<file path="src/rtl/wdt_twostage_pkg.sv">
package wdt_twostage_pkg;

    // Byte offsets on the register port
    localparam int unsigned OFS_CTRL0 = 0;
    localparam int unsigned OFS_CTRL1 = 4;
    localparam int unsigned OFS_TBASE = 8;

    // Bit positions that software relies on
    localparam int unsigned BIT_RFLAG = 3;
    localparam int unsigned BIT_STATE = 2;
    localparam int unsigned BIT_KEY1  = 1;
    localparam int unsigned BIT_KEY2  = 0;

    typedef struct packed {
        logic key1;
        logic key2;
        logic state;
        logic rflag;
    } wdt_ctl_t;

    localparam wdt_ctl_t CTL_CLEAR = '{key1: 1'b0, key2: 1'b0, state: 1'b0, rflag: 1'b0};

endpackage

</file>
<file path="src/rtl/wdt_timebase.sv">
module wdt_timebase #(
    parameter int unsigned WIDTH = 32
) (
    input  logic             clk,
    input  logic             rst_n,
    output logic [WIDTH-1:0] value
);

    typedef struct packed {
        logic [WIDTH-1:0] count;
    } tb_state_t;

    tb_state_t st_d, st_q;

    always_comb begin
        st_d       = st_q;
        st_d.count = st_q.count + WIDTH'(1);
    end

    always_ff @(posedge clk) begin
        if (!rst_n) st_q <= '0;
        else        st_q <= st_d;
    end

    assign value = st_q.count;

endmodule

</file>
<file path="src/rtl/wdt_interval.sv">
module wdt_interval #(
    parameter int unsigned LOG2_LEN = 16
) (
    input  logic clk,
    input  logic rst_n,
    input  logic run,
    input  logic restart,
    output logic expire
);

    localparam logic [LOG2_LEN-1:0] LAST = '1;

    typedef struct packed {
        logic [LOG2_LEN-1:0] count;
    } iv_state_t;

    iv_state_t st_d, st_q;

    always_comb begin
        st_d = st_q;
        if (!run || restart) st_d.count = '0;
        else                 st_d.count = st_q.count + LOG2_LEN'(1);
    end

    always_ff @(posedge clk) begin
        if (!rst_n) st_q <= '0;
        else        st_q <= st_d;
    end

    // A service write in the same cycle suppresses the expiry
    assign expire = run && !restart && (st_q.count == LAST);

endmodule

</file>
<file path="src/rtl/wdt_pulse.sv">
module wdt_pulse #(
    parameter int unsigned LENGTH = 16
) (
    input  logic clk,
    input  logic por_n,
    input  logic fire,
    output logic active
);

    localparam int unsigned CW = $clog2(LENGTH + 1);

    typedef struct packed {
        logic [CW-1:0] left;
    } pl_state_t;

    pl_state_t st_d, st_q;

    always_comb begin
        st_d = st_q;
        if (st_q.left != '0)  st_d.left = st_q.left - CW'(1);
        else if (fire)        st_d.left = CW'(LENGTH);
    end

    // Only power-on reset clears it, so the pulse survives its own reset
    always_ff @(posedge clk) begin
        if (!por_n) st_q <= '0;
        else        st_q <= st_d;
    end

    assign active = (st_q.left != '0);

endmodule

</file>
<file path="src/rtl/wdt_twostage.sv">
module wdt_twostage
    import wdt_twostage_pkg::*;
#(
    parameter int unsigned ADDR_W        = 4,
    parameter int unsigned DATA_W        = 32,
    parameter int unsigned TB_W          = 32,
    parameter int unsigned INTERVAL_LOG2 = 16,
    parameter int unsigned RST_PULSE     = 16,
    parameter bit          ENABLE_ONCE   = 1'b0
) (
    input  logic              clk,
    input  logic              por_n,
    input  logic              rst_n,
    input  logic [ADDR_W-1:0] bus_addr,
    input  logic              bus_we,
    input  logic [DATA_W-1:0] bus_wdata,
    output logic [DATA_W-1:0] bus_rdata,
    output logic              wdt_irq,
    output logic              wdt_rst
);

    localparam logic [ADDR_W-1:0] A_CTRL0 = ADDR_W'(OFS_CTRL0);
    localparam logic [ADDR_W-1:0] A_CTRL1 = ADDR_W'(OFS_CTRL1);
    localparam logic [ADDR_W-1:0] A_TBASE = ADDR_W'(OFS_TBASE);

    logic            rst_all_n;
    logic            wr_ctrl0, wr_ctrl1;
    logic            kick, run, expire, fire;
    logic [TB_W-1:0] tb_value;
    wdt_ctl_t        ctl_d, ctl_q;

    assign rst_all_n = por_n & rst_n;
    assign wr_ctrl0  = bus_we && (bus_addr == A_CTRL0);
    assign wr_ctrl1  = bus_we && (bus_addr == A_CTRL1);
    assign kick      = wr_ctrl0 && (bus_wdata[BIT_RFLAG] || bus_wdata[BIT_STATE]);
    assign run       = ctl_q.key1 || ctl_q.key2;

    wdt_timebase #(.WIDTH(TB_W)) u_timebase (
        .clk   (clk),
        .rst_n (rst_all_n),
        .value (tb_value)
    );

    wdt_interval #(.LOG2_LEN(INTERVAL_LOG2)) u_interval (
        .clk     (clk),
        .rst_n   (rst_all_n),
        .run     (run),
        .restart (kick),
        .expire  (expire)
    );

    wdt_pulse #(.LENGTH(RST_PULSE)) u_pulse (
        .clk    (clk),
        .por_n  (por_n),
        .fire   (fire),
        .active (wdt_rst)
    );

    assign fire = expire && ctl_q.state && rst_n;

    always_comb begin
        ctl_d = ctl_q;
        // Expiry: first sets the state flag, second sets the reset flag
        if (expire) begin
            if (ctl_q.state) ctl_d.rflag = 1'b1;
            else             ctl_d.state = 1'b1;
        end
        // Register writes take priority over an expiry
        if (wr_ctrl0) begin
            if (bus_wdata[BIT_RFLAG]) ctl_d.rflag = 1'b0;
            if (bus_wdata[BIT_STATE]) ctl_d.state = 1'b0;
            if (ENABLE_ONCE) ctl_d.key1 = ctl_q.key1 | bus_wdata[BIT_KEY1];
            else             ctl_d.key1 = bus_wdata[BIT_KEY1];
        end
        if (wr_ctrl1) begin
            if (ENABLE_ONCE) ctl_d.key2 = ctl_q.key2 | bus_wdata[BIT_KEY2];
            else             ctl_d.key2 = bus_wdata[BIT_KEY2];
        end
        // System reset keeps only the reset-status flag
        if (!rst_n) begin
            ctl_d       = CTL_CLEAR;
            ctl_d.rflag = ctl_q.rflag;
        end
    end

    always_ff @(posedge clk) begin
        if (!por_n) ctl_q <= CTL_CLEAR;
        else        ctl_q <= ctl_d;
    end

    always_comb begin
        bus_rdata = '0;
        unique case (bus_addr)
            A_CTRL0: begin
                bus_rdata[BIT_RFLAG] = ctl_q.rflag;
                bus_rdata[BIT_STATE] = ctl_q.state;
                bus_rdata[BIT_KEY1]  = ctl_q.key1;
            end
            A_CTRL1: bus_rdata[BIT_KEY2] = ctl_q.key2;
            A_TBASE: bus_rdata = DATA_W'(tb_value);
            default: bus_rdata = '0;
        endcase
    end

    assign wdt_irq = ctl_q.state;

endmodule

</file>
<file path="config.mk">
export PLATFORM = sky130hd
export DESIGN_NAME = wdt_twostage
export DESIGN_NICKNAME = d
export VERILOG_FILES = /design/src/rtl/wdt_twostage_pkg.sv /design/src/rtl/wdt_timebase.sv /design/src/rtl/wdt_interval.sv /design/src/rtl/wdt_pulse.sv /design/src/rtl/wdt_twostage.sv
export SDC_FILE = /design/constraint.sdc
export NUM_CORES = 1
export LEC_CHECK = 0
export BUFFER_PORTS_ARGS = -buffer_cell sky130_fd_sc_hd__buf_2
export CAP_MARGIN = 20
export CORE_AREA = 2 2 81 83
export DETAILED_ROUTE_END_ITERATION = 10
export DIE_AREA = 0 0 83 85
export GPL_TIMING_DRIVEN = 1
export PLACE_DENSITY = 0.73
export REMOVE_ABC_BUFFERS = 1
export SYNTH_ARGS = -nofsm -noshare
export SYNTH_HDL_FRONTEND = slang
export SYNTH_SLANG_ARGS = --single-unit
export TNS_END_PERCENT = 10
</file>
<file path="constraint.sdc">
create_clock -name clk -period 1.95 [get_ports clk]
set_input_delay 0.39 -clock clk [delete_from_list [all_inputs] [get_ports clk]]
set_output_delay 0.39 -clock clk [all_outputs]
set_load 0.03 [all_outputs]
</file>
==> flow_metrics.py, run 1 <==
metrics = {
    "logic_synthesis": {
        "syn_area_per_cell_um2": 8.24,
        "ys_types": 39,
        "yosys_warnings": 0,
        "ys_ff_latch": 57,
        "ys_seq_area_share_pct": 40.8,
        "synth-async-reset-ratio_pct": 0,
        "synthCells": 340,
        "synth_ff_type": "dfxtp_1",
        "synth-edff-count": 0,
        "netlist_area_um2": 2800,
    },
    "timing": {
        "max_slew_margin_pct": 74.3,
        "setup_tns_ns": 0,
        "rsz0062_at_grt": "true",
        "min_period_ns": 1.92,
        "period_share_pct": 98.7,
        "fmax_ghz": 0.520,
        "finalClockSkew_ns": 0.00871,
        "setup_viol": 0,
        "timing_hold_violations_final": 0,
        "tightest_slew_ns": 0.384,
        "drv_slew": 0,
    },
    "setup_path": {
        "startpoint_type": "register",
        "arrival_ns": 2.20,
        "crit_required_ns": 2.22,
        "worstPathMaxFanout": 24,
        "crit_type": "reg2reg",
        "critPathCaptureType": "register",
    },
    "floorplanning": {
        "rows": 29,
        "ios": 74,
        "core-area_um2": 6200,
        "die-area_um2": 7060,
        "start_util_pct": 45.1,
        "die_h_um": 85,
        "die_w_um": 83,
    },
    "global_routing": {
        "grtUsageMet2_pct": 32.9,
        "grt_pass1_vias": 2516,
        "antenna_found_initial": 0,
        "grt_pass1_wl_um": 11000,
        "busiest_layer": "met2",
        "grt_remaining_overflow": 0,
        "grt_max_degree": 29,
        "grt_use_total_pct": 19.0,
        "grtUsageMet1_pct": 22.7,
        "met3_usage_pct": 6.03,
    },
    "place": {
        "hpwl_um": 4570,
        "io_buffers": 45,
        "gp_congestion": 0.800,
    },
    "cells_and_area": {
        "regArea_um2": 1150,
        "multi_input_area_um2": 1600,
        "syn_to_final_growth_pct": 28.4,
        "n_antenna_cell": 0,
        "drive_gt1_share_pct": 26.3,
        "fill_cells": 577,
        "final_cell_mix": "dfxtp_1 (53), buf_2 (44), nor2_1 (41)",
        "nNetsFinal": 452,
        "layout_commonest_cell": "dfxtp_1",
    },
    "run": {
        "maxCapViolations": 0,
    },
    "hold_path": {
        "hp-class": "in2reg",
    },
    "clock_network": {
        "cts_buffers": 9,
        "numClockSinks": 57,
        "cts.clk_slew.worst_paths_ns": 0.07,
        "cts_buffer_depth": 2,
        "clockRootBuffer": "clkbuf_8",
        "clock_latency_ns": 0.34,
        "cts-htree-levels": 3,
        "cts_tree": "built",
    },
    "routing": {
        "drtIter0Drc": 118,
        "wl_um": 6430,
        "drcViolationCount": 0,
        "firstDrtPassIters": 4,
        "viasPerCell": 5.49,
        "vias": 2696,
        "drtAntennaViolNets": 0,
        "wl_per_cell_um": 13.1,
    },
    "pwr": {
        "peakVddDrop_mv": 0.750,
        "p_leak_uw": 0.00144,
        "power_density_nw_per_um2": 802,
        "power_uw": 2880,
    },
    "outcome": {
        "status": "finished clean",
    },
}
[stage by stage]
stage / setup WS (ns) / instance area, um^2 / cells / util [%] / hold WS (ns)
2_1_floorplan: -0.668 / 2730 / 323 / - / 0.430
3_3_place_gp: 0.0513 / 3290 / 473 / 53.0 / 0.443
3_5_place_dp: 0.0429 / 3290 / 473 / 53.0 / 0.458
4_1_cts: 0.00104 / 3530 / 489 / 56.9 / 0.237
5_1_grt: -0.0335 / 3590 / 491 / 57.9 / 0.256
6_report: 0.0260 / 3590 / 491 / 57.9 / 0.248
[worst max-delay path, stage by stage, from the launching register on]
cell and delay [ns]:
dfxtp_1 0.34, nand3_2 0.09, or4_4 0.55, buf_12 0.17
or4_1 0.55, a21oi_2 0.17
[kinds of logic (layout without fill, tap and decap cells)]
| kind of cell | Yosys count | after routing | synth area share, % |
|---|---|---|---|
| AO/OA/AOI/OAI | 41 | 41 | 9.52 |
| XOR/XNOR | 29 | 29 | 9.07 |
| adder cells (fa/ha/maj) | 3 | 3 | 1.34 |
| buffers and inverters | 28 | 102 | 4.07 |
| flip-flops | 57 | 57 | 40.8 |
| multiplexers | 4 | 4 | 1.43 |
| AND/OR/NAND/NOR | 178 | 178 | 33.8 |
[cell usage after synthesis (2+ instances only)]
cell	number	area, um^2
xnor2_1	22	193
o21ai_0	4	20.0
ha_1	3	37.5
a21oi_1	15	75.1
clkbuf_1	14	52.6
nand2_1	26	97.6
nor2_1	41	154
dfxtp_1	57	1140
inv_1	11	41.3
or4_1	16	120
nor2b_1	2	12.5
mux2i_1	4	40.0
and4_1	4	35.0
and2_1	2	12.5
nand4_1	11	68.8
o31ai_1	11	82.6
or3_1	4	25.0
nor3_1	8	40.0
o22ai_1	2	12.5
and3_1	33	206
xor2_1	7	61.3
o211ai_1	2	15.0
nor4_1	6	37.5
nand3_1	20	100
[layer usage]
layer / wire length (um) / part of all wire [%]
met1: 2850 / 44
met2: 3120 / 49
met3: 374 / 5.8
met4: 80 / 1.2
met5: 0 / 0
[cell type report]
type	count	area share, %
clock buffer	11	4.21
clock inverter	5	2.16
inverter	11	1.15
multi-input combinational	255	44.5
sequential	57	31.9
tap	77	2.68
timing repair buffer	75	13.4
[state kept, by name (all words and copies together) (netlist names)]
signal and cells:
u_pulse.st_q 5, ctl_q 3, u_interval.st_q 16, wdt_irq 1
u_timebase.value 32
[path summary, 6_finish.rpt]
path                                                      start                              end  slack (ns)  depth (start not counted)
worst min-delay path                               bus_wdata[2]               wdt_irq$_SDFF_PN0_        0.25                          2
worst max register to register  u_timebase.value[14]$_SDFF_PN0_  u_timebase.value[28]$_SDFF_PN0_        0.03                          5
worst max-delay path            u_timebase.value[14]$_SDFF_PN0_  u_timebase.value[28]$_SDFF_PN0_        0.03                          5
worst min register to register    u_interval.st_q[0]$_SDFF_PP0_    u_interval.st_q[0]$_SDFF_PP0_        0.47                          1
[timing repair]
item	in CTS	in global routing
setup buffers	0	2
resized for setup	4	15
setup endpoints to repair	1	12
pin swaps	0	5
hold buffers	0	0
[power by group]
group	internal [uW]	leakage, uW	switching, uW	total (uW)
Sequential	1200	0.000462	31.7	1230
Clock	784	0.000115	464	1250
Combinational	210	0.000862	194	404
Total	2190	0.00144	690	2880
No activity file was read; power rests on OpenSTA's default activity.
==> inputs of run 2 (changes only) <==
Settings changed: CORE_AREA 2 2 81 83 to 2 2 74 90, DIE_AREA 0 0 83 85 to 0 0 76 92, PLACE_DENSITY 0.73 to 0.74.
==> flow_metrics.py, run 2 (synthesis gave the netlist of run 1 again) <==
metrics = {
    "outcome": {
        "status": "finished clean",
    },
    "setup_path": {
        "crit_required_ns": 2.22,
        "cpPeakStageDelay_ns": 0.53,
        "arrival_ns": 2.18,
        "critical_path.slowest_cell": "or4_4",
        "ff2ff_path_depth": 5,
        "startpoint_type": "register",
        "r2r_start": "u_timebase.value[13]$_SDFF_PN0_",
        "rr_endpoint": "u_timebase.value[29]$_SDFF_PN0_",
        "r2r_slack_ns": 0.03,
        "crit_chain": "nand4_1, or4_4, buf_12, or4_1, a21oi_2",
        "critPathCaptureType": "register",
        "crit_type": "reg2reg",
        "worstPathMaxFanout": 24,
    },
    "pwr": {
        "swShare_pct": 24.8,
        "p_sw_uw": 639,
        "pwr-share-seq_pct": 47.4,
        "power_density_nw_per_um2": 724,
        "p_int_uw": 1940,
        "combPwrFrac_pct": 12.1,
        "pwr-share-clk_pct": 40.5,
        "peakVddDrop_mv": 0.583,
        "p_leak_uw": 0.00143,
    },
    "cells_and_area": {
        "n_antenna_cell": 0,
        "layout_commonest_cell": "dfxtp_1",
        "fill_cells": 572,
        "final_cell_area_um2": 3560,
        "final_cell_mix": "dfxtp_1 (51), buf_2 (45), nor2_1 (41)",
        "nNetsFinal": 452,
        "largest_register_ffs": 32,
        "drive_gt1_share_pct": 27.5,
        "syn_to_final_growth_pct": 27.1,
        "fin_util_pct": 57.4,
    },
    "global_routing": {
        "grt_max_degree": 26,
        "grt_use_total_pct": 18.3,
        "antenna_found_initial": 0,
        "grt_remaining_overflow": 0,
        "grt_pass1_wl_um": 10400,
        "grt_pass1_vias": 2490,
    },
    "clock_network": {
        "clock_latency_ns": 0.33,
        "numClockSinks": 57,
        "cts_buffers": 9,
        "cts_buffer_depth": 2,
        "cts-htree-levels": 3,
        "cts.clk_slew.worst_paths_ns": 0.06,
        "cts_tree": "built",
        "clockRootBuffer": "clkbuf_8",
    },
    "routing": {
        "drtAntennaViolNets": 0,
        "drcViolationCount": 0,
        "vias": 2686,
        "wl_per_cell_um": 12.7,
        "wl_um": 6350,
        "viasPerCell": 5.38,
        "drtIter0Drc": 95,
        "firstDrtPassIters": 5,
    },
    "place": {
        "hpwl_um": 4710,
        "io_buffers": 45,
        "place_area_um2": 3290,
        "gp_congestion": 0.865,
    },
    "timing": {
        "finalClockSkew_ns": 0.00703,
        "fmax_ghz": 0.522,
        "tightest_slew_ns": 0.436,
        "rsz0062_at_grt": "true",
        "min_period_ns": 1.92,
        "setup_tns_ns": 0,
        "period_share_pct": 98.2,
        "max_slew_margin_pct": 70.8,
        "timing_hold_violations_final": 0,
        "drv_slew": 0,
        "setup_viol": 0,
    },
    "floorplanning": {
        "core-area_um2": 6210,
        "die_w_um": 76,
        "start_util_pct": 45.1,
        "die-area_um2": 6990,
        "ios": 74,
        "die_h_um": 92,
        "rows": 32,
    },
    "hold_path": {
        "worstHoldEndpoint": "wdt_irq$_SDFF_PN0_",
        "hold_start": "bus_wdata[2]",
        "hold_depth": 2,
        "hp-class": "in2reg",
    },
    "run": {
        "maxCapViolations": 0,
    },
}
## run 2: cell types whose count changed in the layout (fill, tap and decap cells not counted), moves of 2 or more
cell,previous run,this run
bufinv_16,2,0
a21oi_2,3,5
dfxtp_2,4,6
or4_4,2,7
clkbuf_8,11,13
or4_1,14,9
a21oi_1,12,10
inv_1,9,11
inv_2,2,0
dfxtp_1,53,51
## run 2: what timing repair did
action	in CTS	in global routing
setup buffers	0	2
resized for setup	1	20
pin swaps	0	9
cloned	0	0
hold buffers	0	0
setup endpoints to repair	8	14
## run 2: worst max-delay path, delay by kind of cell (launching register included)
kind	cells	cell delay, ns
AND/OR/NAND/NOR	3	1.21
AO/OA/AOI/OAI	1	0.14
flip-flops	1	0.33
buffers and inverters	1	0.17
## run 2: layout make-up
cell class	instances	area, um^2	area share [%]
clock buffers	14	183	5.13
repair buffers	75	463	13.0
well taps	85	106	2.99
multi-input cells	255	1610	45.2
clock inverters	2	10.0	0.281
flip-flops and latches	57	1150	32.3
inverters	11	41.3	1.16
## run 2: routing by layer
| metal | global-route usage, % | vias to the layer above | share of wire (%) |
|---|---|---|---|
| li1 | - | 1363 | - |
| met1 | 20.4 | 1251 | 42 |
| met2 | 32.8 | 61 | 52 |
| met3 | 4.82 | 11 | 4.6 |
| met4 | 8.03 | 0 | 1.6 |
| met5 | 0 | - | 0 |
## run 2: power by group through the flow
stage | registers [uW] | clock network (uW) | logic, uW
detailed placement | 1240 | 0 | 292
floorplan | 1240 | 0 | 192
global placement | 1240 | 0 | 285
global route | 1220 | 1110 | 355
CTS | 1220 | 1060 | 291
finish | 1220 | 1040 | 313
## run 2: worst max path at each step
stage / start / end / cells after the start
after floorplan: bus_addr[1] / ctl_q[0]$_SDFFE_PN0P_ / 4
after global placement: u_timebase.value[16]$_SDFF_PN0_ / u_timebase.value[28]$_SDFF_PN0_ / 5
after detailed placement: u_timebase.value[16]$_SDFF_PN0_ / u_timebase.value[31]$_SDFF_PN0_ / 5
after CTS: u_pulse.st_q[0]$_SDFFE_PN0P_ / wdt_rst / 6
after global routing: u_pulse.st_q[0]$_SDFFE_PN0P_ / wdt_rst / 6
final: u_timebase.value[13]$_SDFF_PN0_ / u_timebase.value[29]$_SDFF_PN0_ / 5
## run 2: through the flow
step	hold WS, ns	std cells	power (uW)	setup WS (ns)
finish	0.290	499	2580	0.0343
global route	0.279	499	2690	-0.0946
global placement	0.441	481	1530	0.0358
floorplan	0.430	323	1430	-0.668
CTS	0.278	497	2580	0.000977
detailed placement	0.482	481	1540	-0.0189
==> inputs of run 3 (changes only) <==
Settings changed: MAX_ROUTING_LAYER set to met4.
==> flow_metrics.py, run 3 (synthesis gave the netlist of run 1 again) <==
metrics = {
    "outcome": {
        "status": "finished clean",
    },
    "setup_path": {
        "startpoint": "u_timebase.value[13]$_SDFF_PN0_",
        "worstPathMaxFanout": 24,
        "startpoint_type": "register",
        "path_buf_inv": 1,
        "crit_chain": "nand4_1, or4_4, buf_12, or4_1, a21oi_2",
        "critical_path.slowest_cell": "or4_4",
        "crit_type": "reg2reg",
        "cp_top_family": "simple AND/OR/NAND/NOR gates",
        "cpPeakStageDelay_ns": 0.53,
        "crit_required_ns": 2.22,
        "arrival_ns": 2.18,
        "critPathCaptureType": "register",
        "ff2ff_path_depth": 5,
        "cp.depth": 5,
        "rr_endpoint": "u_timebase.value[29]$_SDFF_PN0_",
        "r2r_slack_ns": 0.03,
        "r2r_start": "u_timebase.value[13]$_SDFF_PN0_",
    },
    "floorplanning": {
        "die_h_um": 92,
        "die_w_um": 76,
        "core-area_um2": 6210,
        "rows": 32,
        "die-area_um2": 6990,
        "start_util_pct": 45.1,
        "ios": 74,
    },
    "routing": {
        "viasPerCell": 5.42,
        "drcViolationCount": 0,
        "wl_um": 6330,
        "firstDrtPassIters": 4,
        "drtIter0Drc": 93,
        "vias": 2704,
        "drtAntennaViolNets": 0,
        "wl_per_cell_um": 12.7,
    },
    "pwr": {
        "peakVddDrop_mv": 0.582,
        "power_density_nw_per_um2": 724,
        "p_leak_uw": 0.00143,
    },
    "timing": {
        "setup_viol": 0,
        "drv_slew": 0,
        "min_period_ns": 1.92,
        "max_slew_margin_pct": 70.7,
        "period_share_pct": 98.3,
        "timing_hold_violations_final": 0,
        "finalClockSkew_ns": 0.00693,
        "setup_tns_ns": 0,
        "tightest_slew_ns": 0.438,
        "fmax_ghz": 0.522,
        "rsz0062_at_grt": "true",
    },
    "hold_path": {
        "hp-class": "in2reg",
        "hold_depth": 2,
        "worstHoldEndpoint": "wdt_irq$_SDFF_PN0_",
        "hold_start": "bus_wdata[2]",
    },
    "clock_network": {
        "clock_latency_ns": 0.33,
        "clockRootBuffer": "clkbuf_8",
        "cts.clk_slew.worst_paths_ns": 0.06,
        "cts-htree-levels": 3,
        "cts_buffers": 9,
        "cts_buffer_depth": 2,
        "cts_tree": "built",
        "numClockSinks": 57,
        "holdBufCountCts": 0,
    },
    "global_routing": {
        "grt_remaining_overflow": 0,
        "antenna_found_initial": 0,
        "grt_pass1_vias": 2494,
        "grt_pass1_wl_um": 10500,
        "grt_max_degree": 26,
        "grt_use_total_pct": 18.8,
    },
    "cells_and_area": {
        "n_antenna_cell": 0,
        "largest_register_ffs": 32,
        "layout_commonest_cell": "dfxtp_1",
        "fin_util_pct": 57.4,
        "final_cell_mix": "dfxtp_1 (51), buf_2 (45), nor2_1 (41)",
        "syn_to_final_growth_pct": 27.1,
        "drive_gt1_share_pct": 27.5,
        "nNetsFinal": 452,
        "fill_cells": 572,
        "final_cell_area_um2": 3560,
    },
    "run": {
        "maxCapViolations": 0,
    },
    "place": {
        "io_buffers": 45,
        "place_area_um2": 3290,
        "hpwl_um": 4710,
        "gp_congestion": 0.879,
    },
}
[run 3: cell counts in the layout (fill, tap and decap cells not counted)]
No cell type changed its count.
[run 3: through the flow]
step,setup WS [ns],hold slack (ns),power (uW),std cells
2_1_floorplan,-0.668,0.430,1430,323
3_3_place_gp,0.0358,0.441,1530,481
3_5_place_dp,-0.0189,0.482,1540,481
4_1_cts,0.000977,0.278,2580,497
5_1_grt,-0.0946,0.277,2690,499
6_report,0.0326,0.289,2580,499
[run 3: cell type report]
class	count	area, um^2	share of cell area, %
Multi-Input combinational cell	255	1610	45.2
Sequential cell	57	1150	32.3
Timing Repair Buffer	75	463	13.0
Clock buffer	14	183	5.13
Tap cell	85	106	2.99
Inverter	11	41.3	1.16
Clock inverter	2	10.0	0.281
[run 3: power by group]
part           internal, uW  switching [uW]
Combinational           146             167
Clock                   596             448
Sequential             1200            24.3
[run 3: repair_timing]
item	CTS	global route
resized for setup	1	20
setup endpoints to repair	8	14
pin swaps	0	9
buffers inserted	0	2
[run 3: worst max-delay path by stage]
stage | endpoint | slack (ns)
2_1_floorplan | ctl_q[0]$_SDFFE_PN0P_ | -0.67
3_3_place_gp | u_timebase.value[28]$_SDFF_PN0_ | 0.04
3_5_place_dp | u_timebase.value[31]$_SDFF_PN0_ | -0.02
4_1_cts | wdt_rst | 0.001
5_1_grt | wdt_rst | -0.09
6_report | u_timebase.value[29]$_SDFF_PN0_ | 0.03
[run 3: routing by layer]
metal,GRT usage [%],vias up,wire length (um)
met5,-,-,0
met1,20.4,1255,2660
li1,-,1363,-
met3,4.72,16,262
met4,8.03,0,127
met2,33.0,70,3270
